### config.mk
export PLATFORM = sky130hd
export DESIGN_NAME = chan_deinterleave
export DESIGN_NICKNAME = d
export VERILOG_FILES = /design/src/rtl/chdi_pkg.sv /design/src/rtl/chdi_range_table.sv /design/src/rtl/chdi_seq_div.sv /design/src/rtl/chan_deinterleave.sv
export SDC_FILE = /design/constraint.sdc
export NUM_CORES = 2
export LEC_CHECK = 0
export BUFFER_PORTS_ARGS = -buffer_cell sky130_fd_sc_hd__buf_2
export CORE_MARGIN = 5
export CORE_UTILIZATION = 45
export DETAILED_ROUTE_END_ITERATION = 7
export PLACE_DENSITY = 0.67
export SYNTH_ARGS = -nofsm -noshare
export SYNTH_HDL_FRONTEND = slang
export SYNTH_SLANG_ARGS = --single-unit
### constraint.sdc
create_clock -name clk -period 10.3 [get_ports clk]
set_clock_uncertainty 0.05 [all_clocks]
set_input_delay 2.06 -clock clk [delete_from_list [all_inputs] [get_ports clk]]
set_output_delay 2.06 -clock clk [all_outputs]
set_load 0.01 [all_outputs]
### src/rtl/chdi_pkg.sv
// Package: shared codes and helpers for the channel address deinterleave unit.
// Assumes range fields are 20 bits wide and sit 26 bits up in the address.
package chdi_pkg;

    localparam int WORD_W   = 32;
    localparam int FIELD_W  = 20;
    localparam int RANGE_SH = 26;

    typedef enum logic [1:0] {
        CFG_BASE = 2'd0,
        CFG_WAYS = 2'd1,
        CFG_OFFS = 2'd2,
        CFG_NONE = 2'd3
    } cfg_kind_e;

    typedef enum logic [2:0] {
        ST_IDLE,
        ST_LOOK,
        ST_STEP1,
        ST_STEP2,
        ST_RESP
    } state_e;

    // Map a 2-bit granularity code to an interleave bit position.
    function automatic logic [4:0] gran_pos(input logic [1:0] code);
        case (code)
            2'd0:    return 5'd6;
            2'd1:    return 5'd8;
            2'd2:    return 5'd12;
            default: return 5'd30;
        endcase
    endfunction

endpackage

### src/rtl/chdi_range_table.sv
// Range table: holds base and wayness words per controller entry and
// offset words per controller, channel and entry. Looks up the lowest
// matching entry for the held request in one combinational pass.
// Assumes ADDR_W equals FIELD_W + RANGE_SH or more.
module chdi_range_table #(
    parameter int NUM_CTRL = 2,
    parameter int NUM_CHAN = 3,
    parameter int NUM_ENT  = 8,
    parameter int ADDR_W   = 46,
    localparam int CTRL_W  = (NUM_CTRL > 1) ? $clog2(NUM_CTRL) : 1,
    localparam int CHAN_W  = (NUM_CHAN > 1) ? $clog2(NUM_CHAN) : 1,
    localparam int ENT_W   = (NUM_ENT > 1) ? $clog2(NUM_ENT) : 1
) (
    input  logic              clk,
    input  logic              rst_n,
    input  logic              wr_en,
    input  logic [1:0]        wr_kind,
    input  logic [CTRL_W-1:0] wr_ctrl,
    input  logic [CHAN_W-1:0] wr_chan,
    input  logic [ENT_W-1:0]  wr_entry,
    input  logic [31:0]       wr_data,
    input  logic [ADDR_W-1:0] lk_addr,
    input  logic [CTRL_W-1:0] lk_ctrl,
    input  logic [CHAN_W-1:0] lk_chan,
    output logic              lk_hit,
    output logic [31:0]       lk_base,
    output logic [31:0]       lk_ways,
    output logic [31:0]       lk_offs
);
    import chdi_pkg::*;

    localparam logic [ADDR_W-1:0] LOW_ONES = ADDR_W'((64'd1 << RANGE_SH) - 64'd1);

    logic [31:0] base_q [NUM_CTRL][NUM_ENT];
    logic [31:0] ways_q [NUM_CTRL][NUM_ENT];
    logic [31:0] offs_q [NUM_CTRL][NUM_CHAN][NUM_ENT];

    logic wr_ctrl_ok, wr_chan_ok, lk_chan_ok;
    assign wr_ctrl_ok = {1'b0, wr_ctrl} < (CTRL_W+1)'(NUM_CTRL);
    assign wr_chan_ok = {1'b0, wr_chan} < (CHAN_W+1)'(NUM_CHAN);
    assign lk_chan_ok = {1'b0, lk_chan} < (CHAN_W+1)'(NUM_CHAN);

    // Store configuration words; clear every word on reset.
    always_ff @(posedge clk) begin
        if (!rst_n) begin
            for (int c = 0; c < NUM_CTRL; c++) begin
                for (int e = 0; e < NUM_ENT; e++) begin
                    base_q[c][e] <= '0;
                    ways_q[c][e] <= '0;
                    for (int h = 0; h < NUM_CHAN; h++) offs_q[c][h][e] <= '0;
                end
            end
        end else if (wr_en && wr_ctrl_ok) begin
            case (cfg_kind_e'(wr_kind))
                CFG_BASE: base_q[wr_ctrl][wr_entry] <= wr_data;
                CFG_WAYS: ways_q[wr_ctrl][wr_entry] <= wr_data;
                CFG_OFFS: if (wr_chan_ok) offs_q[wr_ctrl][wr_chan][wr_entry] <= wr_data;
                default: ;
            endcase
        end
    end

    // Priority search: scan high to low so the lowest matching entry wins.
    always_comb begin
        lk_hit  = 1'b0;
        lk_base = '0;
        lk_ways = '0;
        lk_offs = '0;
        for (int e = NUM_ENT - 1; e >= 0; e--) begin
            logic [ADDR_W-1:0] lo, hi;
            lo = ADDR_W'(base_q[lk_ctrl][e][31:12]) << RANGE_SH;
            hi = (ADDR_W'(ways_q[lk_ctrl][e][31:12]) << RANGE_SH) | LOW_ONES;
            if (lo <= lk_addr && lk_addr <= hi) begin
                lk_hit  = 1'b1;
                lk_base = base_q[lk_ctrl][e];
                lk_ways = ways_q[lk_ctrl][e];
                lk_offs = lk_chan_ok ? offs_q[lk_ctrl][lk_chan][e] : '0;
            end
        end
    end

endmodule

### src/rtl/chdi_seq_div.sv
// Bit-serial restoring divider: one quotient bit per cycle, W cycles per
// division. A divisor of 1 is bypassed and finishes in a single cycle.
// Assumes the divisor is nonzero and start is only raised while idle.
module chdi_seq_div #(
    parameter int W     = 46,
    parameter int DIV_W = 4,
    localparam int REM_W = DIV_W + 1,
    localparam int CNT_W = $clog2(W + 1)
) (
    input  logic             clk,
    input  logic             rst_n,
    input  logic             start,
    input  logic [W-1:0]     dividend,
    input  logic [DIV_W-1:0] divisor,
    output logic             done,
    output logic [W-1:0]     quotient
);
    logic [W-1:0]     quot_q;
    logic [REM_W-1:0] rem_q, rem_sh;
    logic [DIV_W-1:0] div_q;
    logic [CNT_W-1:0] cnt_q;
    logic             busy_q;
    logic             fits;

    // Next partial remainder and whether the divisor fits into it.
    always_comb begin
        rem_sh = {rem_q[REM_W-2:0], quot_q[W-1]};
        fits   = rem_sh >= {1'b0, div_q};
    end

    // Iterate the division; pulse done when the quotient is complete.
    always_ff @(posedge clk) begin
        if (!rst_n) begin
            quot_q <= '0;
            rem_q  <= '0;
            div_q  <= '0;
            cnt_q  <= '0;
            busy_q <= 1'b0;
            done   <= 1'b0;
        end else begin
            done <= 1'b0;
            if (start && !busy_q) begin
                quot_q <= dividend;
                rem_q  <= '0;
                div_q  <= divisor;
                if (divisor == DIV_W'(1)) begin
                    done <= 1'b1;
                end else begin
                    cnt_q  <= CNT_W'(W);
                    busy_q <= 1'b1;
                end
            end else if (busy_q) begin
                rem_q  <= fits ? rem_sh - {1'b0, div_q} : rem_sh;
                quot_q <= {quot_q[W-2:0], fits};
                cnt_q  <= cnt_q - CNT_W'(1);
                if (cnt_q == CNT_W'(1)) begin
                    busy_q <= 1'b0;
                    done   <= 1'b1;
                end
            end
        end
    end

    assign quotient = quot_q;

endmodule

### src/rtl/chan_deinterleave.sv
// Channel address deinterleave: accepts one request, finds its range,
// subtracts the channel offset and removes socket and channel interleave
// in the order the range demands, using one shared divider.
// Assumes req_ctrl and req_chan are in range for the configured sizes.
module chan_deinterleave #(
    parameter int NUM_CTRL = 2,
    parameter int NUM_CHAN = 3,
    parameter int NUM_ENT  = 8,
    parameter int ADDR_W   = 46,
    localparam int CTRL_W  = (NUM_CTRL > 1) ? $clog2(NUM_CTRL) : 1,
    localparam int CHAN_W  = (NUM_CHAN > 1) ? $clog2(NUM_CHAN) : 1,
    localparam int ENT_W   = (NUM_ENT > 1) ? $clog2(NUM_ENT) : 1
) (
    input  logic              clk,
    input  logic              rst_n,
    input  logic              cfg_we,
    input  logic [1:0]        cfg_kind,
    input  logic [CTRL_W-1:0] cfg_ctrl,
    input  logic [CHAN_W-1:0] cfg_chan,
    input  logic [ENT_W-1:0]  cfg_entry,
    input  logic [31:0]       cfg_data,
    input  logic              req_valid,
    output logic              req_ready,
    input  logic [ADDR_W-1:0] req_addr,
    input  logic [CTRL_W-1:0] req_ctrl,
    input  logic [CHAN_W-1:0] req_chan,
    output logic              rsp_valid,
    input  logic              rsp_ready,
    output logic [ADDR_W-1:0] rsp_addr,
    output logic              rsp_err
);
    import chdi_pkg::*;

    localparam int DIV_W = 4;

    state_e            state_q;
    logic [ADDR_W-1:0] addr_q, cur_q;
    logic [CTRL_W-1:0] ctrl_q;
    logic [CHAN_W-1:0] chan_q;
    logic              err_q, issued_q, chf_q;
    logic [4:0]        pos1_q, pos2_q;
    logic [DIV_W-1:0]  ways1_q, ways2_q;

    logic              lk_hit;
    logic [31:0]       lk_base, lk_ways, lk_offs;

    chdi_range_table #(
        .NUM_CTRL(NUM_CTRL), .NUM_CHAN(NUM_CHAN),
        .NUM_ENT(NUM_ENT), .ADDR_W(ADDR_W)
    ) u_table (
        .clk(clk), .rst_n(rst_n),
        .wr_en(cfg_we), .wr_kind(cfg_kind), .wr_ctrl(cfg_ctrl),
        .wr_chan(cfg_chan), .wr_entry(cfg_entry), .wr_data(cfg_data),
        .lk_addr(addr_q), .lk_ctrl(ctrl_q), .lk_chan(chan_q),
        .lk_hit(lk_hit), .lk_base(lk_base), .lk_ways(lk_ways), .lk_offs(lk_offs)
    );

    // Decode the matched range into positions, ways and removal order.
    logic [4:0]        skt_pos, chn_pos;
    logic [DIV_W-1:0]  skt_ways, chn_ways;
    logic              chn_first;
    logic [ADDR_W-1:0] offs_val;
    always_comb begin
        skt_pos   = gran_pos(lk_base[5:4]);
        chn_pos   = gran_pos(lk_base[7:6]);
        skt_ways  = DIV_W'(1) << lk_ways[11:10];
        chn_ways  = DIV_W'(lk_ways[9:8]) + DIV_W'(1);
        chn_first = (chn_ways == DIV_W'(3)) && (skt_pos > chn_pos);
        offs_val  = ADDR_W'(lk_offs[23:4]) << RANGE_SH;
    end

    // Drive the shared divider for the current removal step.
    logic              step_act, div_start, div_done;
    logic [4:0]        pos_cur;
    logic [DIV_W-1:0]  ways_cur;
    logic [ADDR_W-1:0] div_quot, low_src, merged;
    always_comb begin
        step_act  = (state_q == ST_STEP1) || (state_q == ST_STEP2);
        div_start = step_act && !issued_q;
        pos_cur   = (state_q == ST_STEP1) ? pos1_q : pos2_q;
        ways_cur  = (state_q == ST_STEP1) ? ways1_q : ways2_q;
        low_src   = chf_q ? cur_q : addr_q;
        merged    = (div_quot << pos_cur) |
                    (low_src & ((ADDR_W'(1) << pos_cur) - ADDR_W'(1)));
    end

    chdi_seq_div #(.W(ADDR_W), .DIV_W(DIV_W)) u_div (
        .clk(clk), .rst_n(rst_n),
        .start(div_start), .dividend(cur_q >> pos_cur), .divisor(ways_cur),
        .done(div_done), .quotient(div_quot)
    );

    // Request sequencer: accept, look up, two removal steps, respond.
    always_ff @(posedge clk) begin
        if (!rst_n) begin
            state_q  <= ST_IDLE;
            addr_q   <= '0;
            cur_q    <= '0;
            ctrl_q   <= '0;
            chan_q   <= '0;
            err_q    <= 1'b0;
            issued_q <= 1'b0;
            chf_q    <= 1'b0;
            pos1_q   <= '0;
            pos2_q   <= '0;
            ways1_q  <= '0;
            ways2_q  <= '0;
        end else begin
            case (state_q)
                ST_IDLE: if (req_valid) begin
                    addr_q  <= req_addr;
                    ctrl_q  <= req_ctrl;
                    chan_q  <= req_chan;
                    err_q   <= 1'b0;
                    state_q <= ST_LOOK;
                end
                ST_LOOK: if (!lk_hit) begin
                    cur_q   <= '0;
                    err_q   <= 1'b1;
                    state_q <= ST_RESP;
                end else begin
                    cur_q   <= addr_q - offs_val;
                    chf_q   <= chn_first;
                    pos1_q  <= chn_first ? chn_pos  : skt_pos;
                    ways1_q <= chn_first ? chn_ways : skt_ways;
                    pos2_q  <= chn_first ? skt_pos  : chn_pos;
                    ways2_q <= chn_first ? skt_ways : chn_ways;
                    state_q <= ST_STEP1;
                end
                ST_STEP1, ST_STEP2: begin
                    if (!issued_q) begin
                        issued_q <= 1'b1;
                    end else if (div_done) begin
                        cur_q    <= merged;
                        issued_q <= 1'b0;
                        state_q  <= (state_q == ST_STEP1) ? ST_STEP2 : ST_RESP;
                    end
                end
                ST_RESP: if (rsp_ready) state_q <= ST_IDLE;
                default: state_q <= ST_IDLE;
            endcase
        end
    end

    assign req_ready = (state_q == ST_IDLE);
    assign rsp_valid = (state_q == ST_RESP);
    assign rsp_addr  = cur_q;
    assign rsp_err   = err_q;

endmodule

==> flow_metrics.py <==
metrics = {
    "clock_network": {
        "cts_resized": 0,
        "htreeDepth": 4,
        "clkSinkCount": 1908,
        "clock_latency_ns": 0.83,
        "numCtsBuffers": 191,
        "cts-root-buf": "clkbuf_16",
        "cts_tree": "built",
        "cts.path.max_buffers": 3,
        "clkTransAtPathRegs_ns": 0.06,
        "cts_hold_buf": 0,
        "post_cts.repair.setup_buffers": 0,
    },
    "critical_path": {
        "critPathBufInv": 3,
        "cp_slowest_cell": "nor4_1",
        "worstPathArrival_ns": 9.53,
        "end_kind": "register",
        "cpPeakStageDelay_ns": 0.91,
        "cpLargestDelayFamily": "simple AND/OR/NAND/NOR gates",
        "crit_fanout": 69,
        "critPathRequiredTime_ns": 10.98,
        "crit_type": "register to register",
        "critPathLaunchType": "register",
    },
    "global_routing": {
        "grt_max_degree": 104,
        "grt_usage": 0.264,
        "grt_pass1_vias": 58772,
        "grt_antenna_before_repair": 24,
        "overflow": 0,
        "grt_first_pass_wirelength_mm": 410,
    },
    "drt": {
        "post_drt_via_cell_ratio": 6.23,
        "drc": 0,
        "wl_per_cell_um": 28.8,
        "drtIter0Drc": 8653,
        "drt_wl_total_mm": 287,
        "dr.pass1.iters": 8,
        "vias": 62061,
        "ant_nets": 0,
    },
    "finish": {
        "nNetsFinal": 7569,
        "fill_cells": 16963,
        "final_area_sq_mm": 0.102,
        "utilization": 0.502,
        "syn2layout_area_growth_pct": 11.0,
        "drive_gt1_frac": 0.156,
    },
    "timing": {
        "timing.fmax_mhz": 113,
        "report.final.slew_viol_count": 0,
        "rsz0062_at_grt": "false",
        "fin_crit_sh": 0.859,
        "timing.final.ws_setup_ns": 1.46,
        "timing.setup.tns_ns": 0,
        "setup_viol": 0,
        "period_needed_ns": 8.84,
        "final-hold-violation-count": 0,
        "relSlewSlack": 0.0963,
        "tightest_slew_ns": 1.35,
    },
    "yosys": {
        "ys_warn_count": 0,
        "synth_top_area_frac": 0.567,
        "synth.most_common_cell": "edfxtp_1",
        "synth_area_per_cell_sq_um": 12.9,
        "yosys-top-cells-area": "edfxtp_1, mux2i_1, ha_1",
        "syn-num-nets": 7536,
        "synth_commonest_cells": "edfxtp_1, nor2_1, nand2_1",
        "synth_top_cell_by_area": "edfxtp_1",
        "syn-instance-count": 7081,
        "ys_ff_latch": 1908,
        "syn_area_sq_mm": 0.0915,
        "synth.distinct_cells": 91,
        "ys_seq_area_frac": 0.606,
        "synth-main-ff-cell": "edfxtp_1",
        "synth_enable_flop_cells": 1728,
        "postSynth.asyncResetShare": 0,
    },
    "die": {
        "die_x_um": 461,
        "die_area_sq_mm": 0.212,
        "core_area_sq_mm": 0.202,
        "die_height_um": 461,
        "initial_core_util": 0.452,
        "num_io_pins": 143,
        "rows": 165,
    },
    "power": {
        "p_per_area_mw_per_mm2": 190,
        "power_leakage_nw": 35.1,
        "total_power_mw": 19.3,
        "peakVddDrop_mv": 0.200,
    },
    "placed_design": {
        "placed_area_sq_mm": 0.0956,
        "gp_congestion": 0.960,
        "dp_hpwl_mm": 186,
        "io_buffers": 138,
        "dp_slack_ns": 1.68,
    },
    "worst_hold_path": {
        "hold_path_class": "register to register",
    },
    "job": {
        "maxCapViolCount": 0,
    },
    "status": {
        "status": "complete, no violations",
    },
}
## path summary, 6_finish.rpt
check                 end     start  slack (ns)  cells past startpoint
min                ctrl_q    ctrl_q        0.42                      2
min reg2reg        ctrl_q    ctrl_q        0.42                      2
max          rsp_addr[45]  register        1.46                     27
max reg2reg  rsp_addr[45]  register        1.46                     27
## flip-flops by register name, summed over array words and instances (netlist names), 6 cells and up, named ones only
register,cells
u_div.quotient,46
rsp_addr,46
addr_q,46
u_table.base_q,384
u_table.ways_q,384
u_div.cnt_q,6
u_table.offs_q,960
## placed cells by master (no fill, tap or decap), types with 83 or more instances in the layout
master,count
mux2_2,248
and3_1,92
buf_2,137
a211oi_1,83
edfxtp_1,1728
a221oi_1,94
and2_1,462
clkbuf_16,193
mux2i_1,511
mux4_2,160
dfxtp_1,177
nand3_1,85
a21oi_1,298
nand2_1,516
ha_1,359
nor2_1,782
nor3_1,120
buf_4,210
o21ai_0,200
## layout make-up
cell class	count	area, sq um	area share
Sequential cell	1908	55500	0.546
Inverter	79	304	0.00299
Clock inverter	113	947	0.00933
Multi-Input combinational cell	4580	34000	0.335
Clock buffer	239	5000	0.0492
Tap cell	2672	3340	0.0329
Antenna cell	22	55.1	0.000542
Timing Repair Buffer	354	2400	0.0237
## metal layers
| metal | share of wire | track usage |
|---|---|---|
| met5 | 0 | 0 |
| met4 | 0.043 | 0.108 |
| met3 | 0.11 | 0.0584 |
| met2 | 0.44 | 0.394 |
| met1 | 0.40 | 0.375 |
## report_power, final
group	total, mW	switching (mW)	internal (mW)
sequential	9.14	0.233	8.91
clock	6.74	3.00	3.74
combinational	3.40	2.24	1.15
total	19.3	5.47	13.8
## stage by stage
step	instances	hold slack (ns)
after floorplan	7081	0.391
after global placement	9593	0.402
after detailed placement	9593	0.409
after CTS	9945	0.416
after global routing	9956	0.434
final	9967	0.415
## tightest hold or removal path: cells and delay by family (launching register included)
| kind | cells | cell delay [ns] |
|---|---|---|
| compound gates | 1 | 0.06 |
| flops | 1 | 0.29 |
| simple gates | 1 | 0.06 |
## logic make-up after synthesis
group                      after synthesis  synth area share
muxes                                  925             0.126
adders and majority gates              361            0.0495
AOI/OAI and AO/OA                      996            0.0713
and+or+nand+nor                       2276             0.119
xor gates and xnor gates                22           0.00211
buffers and inverters                  593            0.0255
DFF                                   1908             0.606
No activity file was read; power rests on OpenSTA's default activity.
